<file path="src/rtl/lane_pkg.sv">
package lane_pkg;
    localparam int DATA_W = 32;
    localparam int LANES  = DATA_W / 8;
    localparam int OFF_W  = $clog2(LANES);

    typedef enum logic [1:0] {
        SZ_BYTE = 2'b00,
        SZ_HALF = 2'b01,
        SZ_WORD = 2'b10,
        SZ_WIDE = 2'b11
    } acc_size_e;
endpackage

</file>
<file path="src/rtl/lane_align_check.sv">
module lane_align_check
    import lane_pkg::*;
(
    input  acc_size_e        size,
    input  logic [OFF_W-1:0] off,
    output logic             bad
);
    always_comb begin
        unique case (size)
            SZ_BYTE: bad = 1'b0;
            SZ_HALF: bad = off[0];
            default: bad = (off != '0);
        endcase
    end
endmodule

</file>
<file path="src/rtl/lane_store_gen.sv">
module lane_store_gen
    import lane_pkg::*;
(
    input  acc_size_e         size,
    input  logic [OFF_W-1:0]  off,
    input  logic [DATA_W-1:0] wdata,
    output logic [LANES-1:0]  be,
    output logic [DATA_W-1:0] lane_data
);
    for (genvar i = 0; i < LANES; i++) begin : g_lane
        localparam logic [OFF_W-1:0] LANE_OFF = OFF_W'(i);
        logic sel;
        always_comb begin
            unique case (size)
                SZ_BYTE: sel = (off == LANE_OFF);
                SZ_HALF: sel = (off[OFF_W-1] == LANE_OFF[OFF_W-1]);
                default: sel = 1'b1;
            endcase
        end
        assign be[LANES-1-i] = sel;
    end

    always_comb begin
        unique case (size)
            SZ_BYTE: lane_data = {LANES{wdata[7:0]}};
            SZ_HALF: lane_data = {(LANES/2){wdata[15:0]}};
            default: lane_data = wdata;
        endcase
    end
endmodule

</file>
<file path="src/rtl/lane_load_ext.sv">
module lane_load_ext
    import lane_pkg::*;
(
    input  acc_size_e         size,
    input  logic [OFF_W-1:0]  off,
    input  logic              uns,
    input  logic [DATA_W-1:0] rdata,
    output logic [DATA_W-1:0] result
);
    logic [7:0]  lane_b [LANES];
    logic [7:0]  pick_b;
    logic [15:0] pick_h;

    for (genvar i = 0; i < LANES; i++) begin : g_split
        assign lane_b[i] = rdata[DATA_W-1-8*i -: 8];
    end

    always_comb begin
        pick_b = lane_b[off];
        pick_h = off[OFF_W-1] ? rdata[15:0] : rdata[31:16];
        unique case (size)
            SZ_BYTE: result = uns ? {{(DATA_W-8){1'b0}}, pick_b}
                                  : {{(DATA_W-8){pick_b[7]}}, pick_b};
            SZ_HALF: result = uns ? {{(DATA_W-16){1'b0}}, pick_h}
                                  : {{(DATA_W-16){pick_h[15]}}, pick_h};
            default: result = rdata;
        endcase
    end
endmodule

</file>
<file path="src/rtl/lane_aligner.sv">
module lane_aligner
    import lane_pkg::*;
#(
    parameter int ADDR_W = 32
) (
    input  logic                clk,
    input  logic                rst_n,
    input  logic                req_valid,
    input  logic                req_write,
    input  logic [1:0]          req_size,
    input  logic                req_unsigned,
    input  logic [ADDR_W-1:0]   req_addr,
    input  logic [DATA_W-1:0]   req_wdata,
    input  logic [DATA_W-1:0]   mem_rdata,
    output logic [ADDR_W-OFF_W-1:0] word_addr,
    output logic [LANES-1:0]    byte_en,
    output logic [DATA_W-1:0]   mem_wdata,
    output logic                misalign,
    output logic [DATA_W-1:0]   load_data
);
    localparam int WA_W = ADDR_W - OFF_W;

    typedef struct packed {
        logic [WA_W-1:0]   waddr;
        logic [LANES-1:0]  be;
        logic [DATA_W-1:0] wdata;
        logic              mis;
        logic              ld_act;
        acc_size_e         ld_size;
        logic [OFF_W-1:0]  ld_off;
        logic              ld_uns;
    } state_t;

    state_t st_d, st_q;

    acc_size_e         sz_in;
    logic [OFF_W-1:0]  off_in;
    logic              bad;
    logic [LANES-1:0]  be_raw;
    logic [DATA_W-1:0] lane_data;
    logic [DATA_W-1:0] ext_data;

    assign sz_in  = acc_size_e'(req_size);
    assign off_in = req_addr[OFF_W-1:0];

    lane_align_check i_check (
        .size (sz_in),
        .off  (off_in),
        .bad  (bad)
    );

    lane_store_gen i_store (
        .size      (sz_in),
        .off       (off_in),
        .wdata     (req_wdata),
        .be        (be_raw),
        .lane_data (lane_data)
    );

    lane_load_ext i_load (
        .size   (st_q.ld_size),
        .off    (st_q.ld_off),
        .uns    (st_q.ld_uns),
        .rdata  (mem_rdata),
        .result (ext_data)
    );

    always_comb begin
        st_d        = st_q;
        st_d.be     = '0;
        st_d.mis    = 1'b0;
        st_d.ld_act = 1'b0;
        if (req_valid) begin
            st_d.waddr   = req_addr[ADDR_W-1:OFF_W];
            st_d.wdata   = lane_data;
            st_d.mis     = bad;
            st_d.be      = (req_write && !bad) ? be_raw : '0;
            st_d.ld_act  = !req_write && !bad;
            st_d.ld_size = sz_in;
            st_d.ld_off  = off_in;
            st_d.ld_uns  = req_unsigned;
        end
    end

    always_ff @(posedge clk) begin
        if (!rst_n) begin
            st_q <= '0;
        end else begin
            st_q <= st_d;
        end
    end

    assign word_addr = st_q.waddr;
    assign byte_en   = st_q.be;
    assign mem_wdata = st_q.wdata;
    assign misalign  = st_q.mis;
    assign load_data = st_q.ld_act ? ext_data : '0;
endmodule

</file>
<file path="config.mk">
export PLATFORM = sky130hd
export DESIGN_NAME = lane_aligner
export DESIGN_NICKNAME = d
export VERILOG_FILES = /design/src/rtl/lane_pkg.sv /design/src/rtl/lane_align_check.sv /design/src/rtl/lane_store_gen.sv /design/src/rtl/lane_load_ext.sv /design/src/rtl/lane_aligner.sv
export SDC_FILE = /design/constraint.sdc
export NUM_CORES = 1
export LEC_CHECK = 0
export BUFFER_PORTS_ARGS = -buffer_cell sky130_fd_sc_hd__clkbuf_2
export CORE_MARGIN = 2
export CORE_UTILIZATION = 45
export CTS_CLUSTER_DIAMETER = 60
export DETAILED_ROUTE_END_ITERATION = 16
export GPL_TIMING_DRIVEN = 0
export PLACE_DENSITY = 0.84
export SLEW_MARGIN = 10
export SYNTH_ARGS = -nofsm -noshare
export SYNTH_HDL_FRONTEND = slang
export SYNTH_HIERARCHICAL = 1
export SYNTH_SLANG_ARGS = --single-unit
</file>
<file path="constraint.sdc">
create_clock -name clk -period 1.9 [get_ports clk]
set_clock_uncertainty 0.05 [all_clocks]
set_input_delay 0.285 -clock clk [delete_from_list [all_inputs] [get_ports clk]]
set_output_delay 0.285 -clock clk [all_outputs]
set_load 0.05 [all_outputs]
</file>
# Word level (Yosys, flattened, before mapping)

Index checks and enable logic that the tools add are counted.

Register bits: 73
Bits in latches: 0
RAM bits: 0
ROM bits: 0
Bits of input ports: 103
Output and inout port bits: 99
Logic and storage cells: 40
Memories: 0

Add/sub/neg operators: 0
$mul: 0
Divide/modulo/power cells: 0
Magnitude comparators: 1
Eq/ne operators: 5
Shift operators: 0
Mux-type cells: 14
Bitwise operators: 2
Reduce and logical (&&, ||, !) cells: 10

Operators by type and width:

| cell                                                 | number |
|---|---|
| one-hot mux 32 bit (2 select lines)                  | 2 |
| two-way mux 32 bit                                   | 3 |
| binary-select mux 8 bit (select 2 bit)               | 1 |
| two-way mux 16 bit                                   | 1 |
| two-way mux 8 bit                                    | 2 |
| one-hot mux 1 bit (2 select lines)                   | 5 |
| equality test 2 x 1 -> 1 bit (second input constant) | 3 |
| zero test 2 bit                                      | 3 |
| equality test 2 bit (second input constant)          | 2 |
| >= comparator 3 bit (second input constant)          | 1 |
| inverter 2 -> 3 bit                                  | 1 |
| AND reduction 3 bit                                  | 1 |
| logical AND 1 bit                                    | 2 |
| zero test 1 bit                                      | 2 |
| AND reduction 2 bit                                  | 1 |
| nonzero test 2 bit                                   | 1 |
| inverter 1 bit                                       | 1 |

# Depth between registers and ports, before layout

Word-level depth: 7
Mapped depth: 6
Depth with buffers taken out: 4

# Modules after synthesis

The synthesis kept the hierarchy.

Modules (own cells, without submodules):

| module           | instances | cells an instance | area an instance (um^2) | sequential area each (um^2) |
|---|---|---|---|---|
| lane_aligner     | 1         | 331               | 3400.8                  | 1461.4 |
| lane_load_ext    | 1         | 105               | 818.3                   | 0.0 |
| lane_store_gen   | 1         | 64                | 561.8                   | 0.0 |
| lane_align_check | 1         | 3                 | 12.5                    | 0.0 |

# Least setup slack after synthesis

No wires, ideal clock.

Kind: flip-flop to output port
Start point: register st_q[2] in the netlist's numbering
End point: output load_data[13]
Arrival: 1.536 ns
Required time: 1.565 ns
Slack: 0.029 ns
Stages on the path, launching flop included: 6
Buffers on the path: 1
Cells stage by stage: dfxtp_1 mux2_4 a22oi_4 buf_6 o221ai_2 and2_1

Longest elaborated chain between the ends: 7
Elaborated cells on any way between the ends: 9
Classes of those cells: mux: 8; bitwise: 1

RTL lines:

| item                                                  | RTL line            | RTL |
|---|---|---|
| start: declaration                                    | lane_aligner.sv:34  | `state_t st_d, st_q;` |
| start signal: assignment                              | lane_aligner.sv:89  | `st_q <= st_d;` |
| inverter 2 -> 3 bit (implied by the code)             | lane_load_ext.sv:19 | `pick_b = lane_b[off];` |
| binary-select mux 8 bit (select 2 bit)                | lane_load_ext.sv:19 |  |
| two-way mux 8 bit (implied by the code) (2 in series) | lane_load_ext.sv:19 |  |
| two-way mux 32 bit                                    | lane_load_ext.sv:22 | `SZ_BYTE: result = uns ? {{(DATA_W-8){1'b0}}, pick_b}` |
| one-hot mux 32 bit (2 select lines) *                 | lane_load_ext.sv:21 | `unique case (size)` |
| named net ext_data[13]                                | lane_aligner.sv:41  | `logic [DATA_W-1:0] ext_data;` |
| two-way mux 32 bit *                                  | lane_aligner.sv:97  | `assign load_data = st_q.ld_act ? ext_data : '0;` |
| end: declaration                                      | lane_aligner.sv:19  | `output logic [DATA_W-1:0] load_data` |

The timed path passes the listed nets; every way through them passes the cells marked *. The select of a mux whose other input is x is not followed.

# Worst setup path after layout

Same ends and word-level chain as after synthesis.

==> PnR_summary.wiki <==
{| class="wikitable"
! Metric !! Value
|-
| Run status || finished, violations left
|-
| Violated checks || setup timing
|-
| Cell type with the largest total area after synthesis || sky130_fd_sc_hd__dfxtp_1
|-
| 1st-pass router iterations || 4
|-
| Power after layout || 4.554 mW
|-
| Detailed-route DRC error count || 0
|-
| Average via count per standard cell || 4.979
|-
| Synthesized cell area || 4793 um2
|-
| Non-Filler Instances || 860
|-
| Library cell contributing the largest single delay on the critical path || sky130_fd_sc_hd__dfxtp_4
|-
| Global routing usage summed across all routing layers || 0.2349
|-
| EDFF count, synth || 0
|-
| Number of synthesis warnings || 6
|-
| Post-synth cell types || 34
|-
| Post-route setup TNS || -10350 ps
|-
| Layout area overhead || 41.69%
|-
| Share of final-layout standard cells stronger than drive strength 1 || 0.5884
|-
| Global route overflow || 0
|-
| Worst Tran Pin Value || 460.6 ps
|-
| Fmax || 436.4 MHz
|-
| Syn avg cell area || 9.530 um2
|-
| I/O Pins || 202
|-
| Width of the chip || 107.2 um
|-
| CTS H-tree lvls || 3
|-
| Leading post-synthesis cells by instance count || 87 x sky130_fd_sc_hd__buf_4, 75 x sky130_fd_sc_hd__mux2i_1, 73 x sky130_fd_sc_hd__dfxtp_1
|-
| Number of buffers added on ports || 200
|-
| Instance count of the mapped netlist || 503
|-
| Final nets || 823
|-
| Hold violation total from the final report || 0
|-
| Buffer depth of the longest clock path || 2
|-
| Worst-path fanout max || 8
|-
| WS Path Type || flop to output port
|-
| Most instantiated library cell after synthesis || sky130_fd_sc_hd__buf_4
|-
| Most area-consuming cells after synthesis || sky130_fd_sc_hd__dfxtp_1 30%, sky130_fd_sc_hd__mux2i_1 16%, sky130_fd_sc_hd__buf_4 14%
|-
| # setup viols final || 32
|-
| Synth Flop Type || sky130_fd_sc_hd__dfxtp_1
|-
| Routed Wire Length || 13750 um
|-
| Crit path cell chain || mux2_4 > a22oi_4 > buf_12 > buf_8 > o221ai_2 > and2_4 > clkbuf_16
|-
| Filler cell count || 840
|-
| Clock root buffer || sky130_fd_sc_hd__clkbuf_8
|-
| Max stage delay on crit path || 390 ps
|-
| PD cells || 670.6 nW/um2
|-
| Number of synthesized register bits || 73
|-
| Final worst path period need || 2291 ps
|-
| Unrepaired setup endpoints after global routing || true
|-
| Initial antenna violation count || 0
|-
| Static leakage || 3.395 nW
|-
| Drt first-iter violations || 188
|-
| Number of rows created at floorplan || 37
|-
| Worst path required time || 1560 ps
|-
| Number of slew-limit violations in the final report || 0
|-
| Asr flop ratio synth || 0
|-
| Post-synthesis sequential area ratio || 0.3049
|-
| Hold Worst Slack || 57.63 ps
|-
| First-pass GRT wire length || 21250 um
|-
| Vias in the first global route || 4419
|-
| Die ar. || 11490 um2
|-
| Highest ir drop seen on vdd || 0.5085 mV
|-
| Maximum number of pins on one net before global-route repair || 12
|-
| Wire length per cell || 15.99 um
|-
| CTS tree || yes
|-
| Fraction of post-synthesis cell area in the top cell type by area || 0.3049
|-
| Cells after DPL || 839
|-
| DR vias || 4282
|-
| Net count of the mapped netlist || 606
|-
| Count of clock tree sinks || 73
|-
| Kind of end point of the critical path || output port
|-
| Post-detailed-route count of antenna-violating nets || 0
|-
| Die height || 107.2 um
|-
| Critical path launch point type || flop
|-
| Placer Congestion || 0.9057
|-
| Max_slew headroom || 0.6929
|-
| Clock-pin transition on the worst setup and hold timing paths || 70 ps
|-
| Total of max-cap violations || 0
|-
| Final period util || 1.206
|-
| Critical path arrival || 1960 ps
|-
| HPWL after detailed placement || 10590 um
|-
| Worst Slack Setup Final || -391.3 ps
|-
| Number of buffers inserted by hold repair at cts || 0
|-
| Tightest Hold Check Type || primary input to flop
|-
| Diodes inserted || 0
|-
| CTS Buf Count || 9
|-
| Worst-Skew Late Latency || 340 ps
|-
| Effective utilization at floorplan || 0.4643
|-
| Placeable Area || 10320 um2
|}
## worst max-delay path, delay by kind of cell, from the launching register on
family | cells | cell delay (ps)
AO/OA/AOI/OAI | 2 | 270
buffers and inverters | 3 | 440
flip-flops | 1 | 390
AND/OR/NAND/NOR | 1 | 180
multiplexers | 1 | 320
## where the power goes
group | internal [mW] | switching (mW)
Clock | 0.741 | 0.557
Combinational | 0.693 | 0.882
Sequential | 1.62 | 0.0591
## registers in the layout, indices dropped and copies added, names as in the netlist
name       count
st_q           6
misalign       1
byte_en        4
mem_wdata     32
word_addr     30
## path summary, 6_finish.rpt
| check | start | to | slack [ps] | cells past startpoint |
|---|---|---|---|---|
| worst max-delay path | st_q[2] | load_data[13] | -390 | 7 |
| worst min register to register | mem_wdata[13] | mem_wdata[13] | 470 | 2 |
| worst min-delay path | req_write | st_q[5] | 60 | 2 |
| worst max register to register | st_q[4] | st_q[4] | 1120 | 2 |
## cell families after synthesis
logic type	Yosys count	share of synthesized area
buffers and inverters	114	0.1733
AOI/OAI and AO/OA	81	0.1289
muxes	100	0.2224
and+or+nand+nor	135	0.1705
DFF	73	0.3049
## placed cells by master (no fill, tap or decap), types with 13 or more instances in the layout
master / synthesis / final
sky130_fd_sc_hd__clkbuf_8: 0 / 13
sky130_fd_sc_hd__nand2_1: 18 / 18
sky130_fd_sc_hd__a21oi_2: 0 / 14
sky130_fd_sc_hd__and2_4: 0 / 31
sky130_fd_sc_hd__o22a_1: 14 / 14
sky130_fd_sc_hd__nor2b_1: 67 / 67
sky130_fd_sc_hd__a21oi_1: 33 / 19
sky130_fd_sc_hd__buf_4: 87 / 91
sky130_fd_sc_hd__mux2_2: 16 / 16
sky130_fd_sc_hd__buf_8: 1 / 28
sky130_fd_sc_hd__dfxtp_1: 73 / 70
sky130_fd_sc_hd__clkbuf_2: 0 / 171
sky130_fd_sc_hd__buf_6: 8 / 13
sky130_fd_sc_hd__mux2i_1: 75 / 75
## per-stage QoR
stage	util	instance area, um2	worst slack, ps
finish	0.6579	6792	-391.3
detailed placement	0.5777	5964	-200.5
global route	0.6579	6792	-456.5
floorplan	-	4793	29.02
global placement	0.5777	5964	-201.2
CTS	0.6339	6544	-417.2
## routing by layer
metal	vias to the layer above	track usage	wire length, um
met3	33	0.06930	1094
met4	0	0.1085	426
met5	-	0	0
li1	2075	-	-
met1	1980	0.2415	5122
met2	194	0.4340	7106
## layout make-up
cell class,instances,area (um2),share of cell area
flip-flops and latches,73,1470,0.2165
multi-input cells,317,2693,0.3965
repair buffers,207,1399,0.2060
plain buffers,110,837.1,0.1232
clock inverters,2,35.03,0.005158
inverters,2,8.758,0.001290
well taps,136,170.2,0.02506
clock buffers,13,178.9,0.02634
## timing repair
item,4_1_cts,5_1_grt
gates cloned,2,1
gates resized for setup,83,86
setup buffers,3,2
endpoints found under the hold margin,0,0
endpoints found under the setup margin,32,32
pin swaps,6,4
Note: power is estimated with default switching activity, not from simulation.
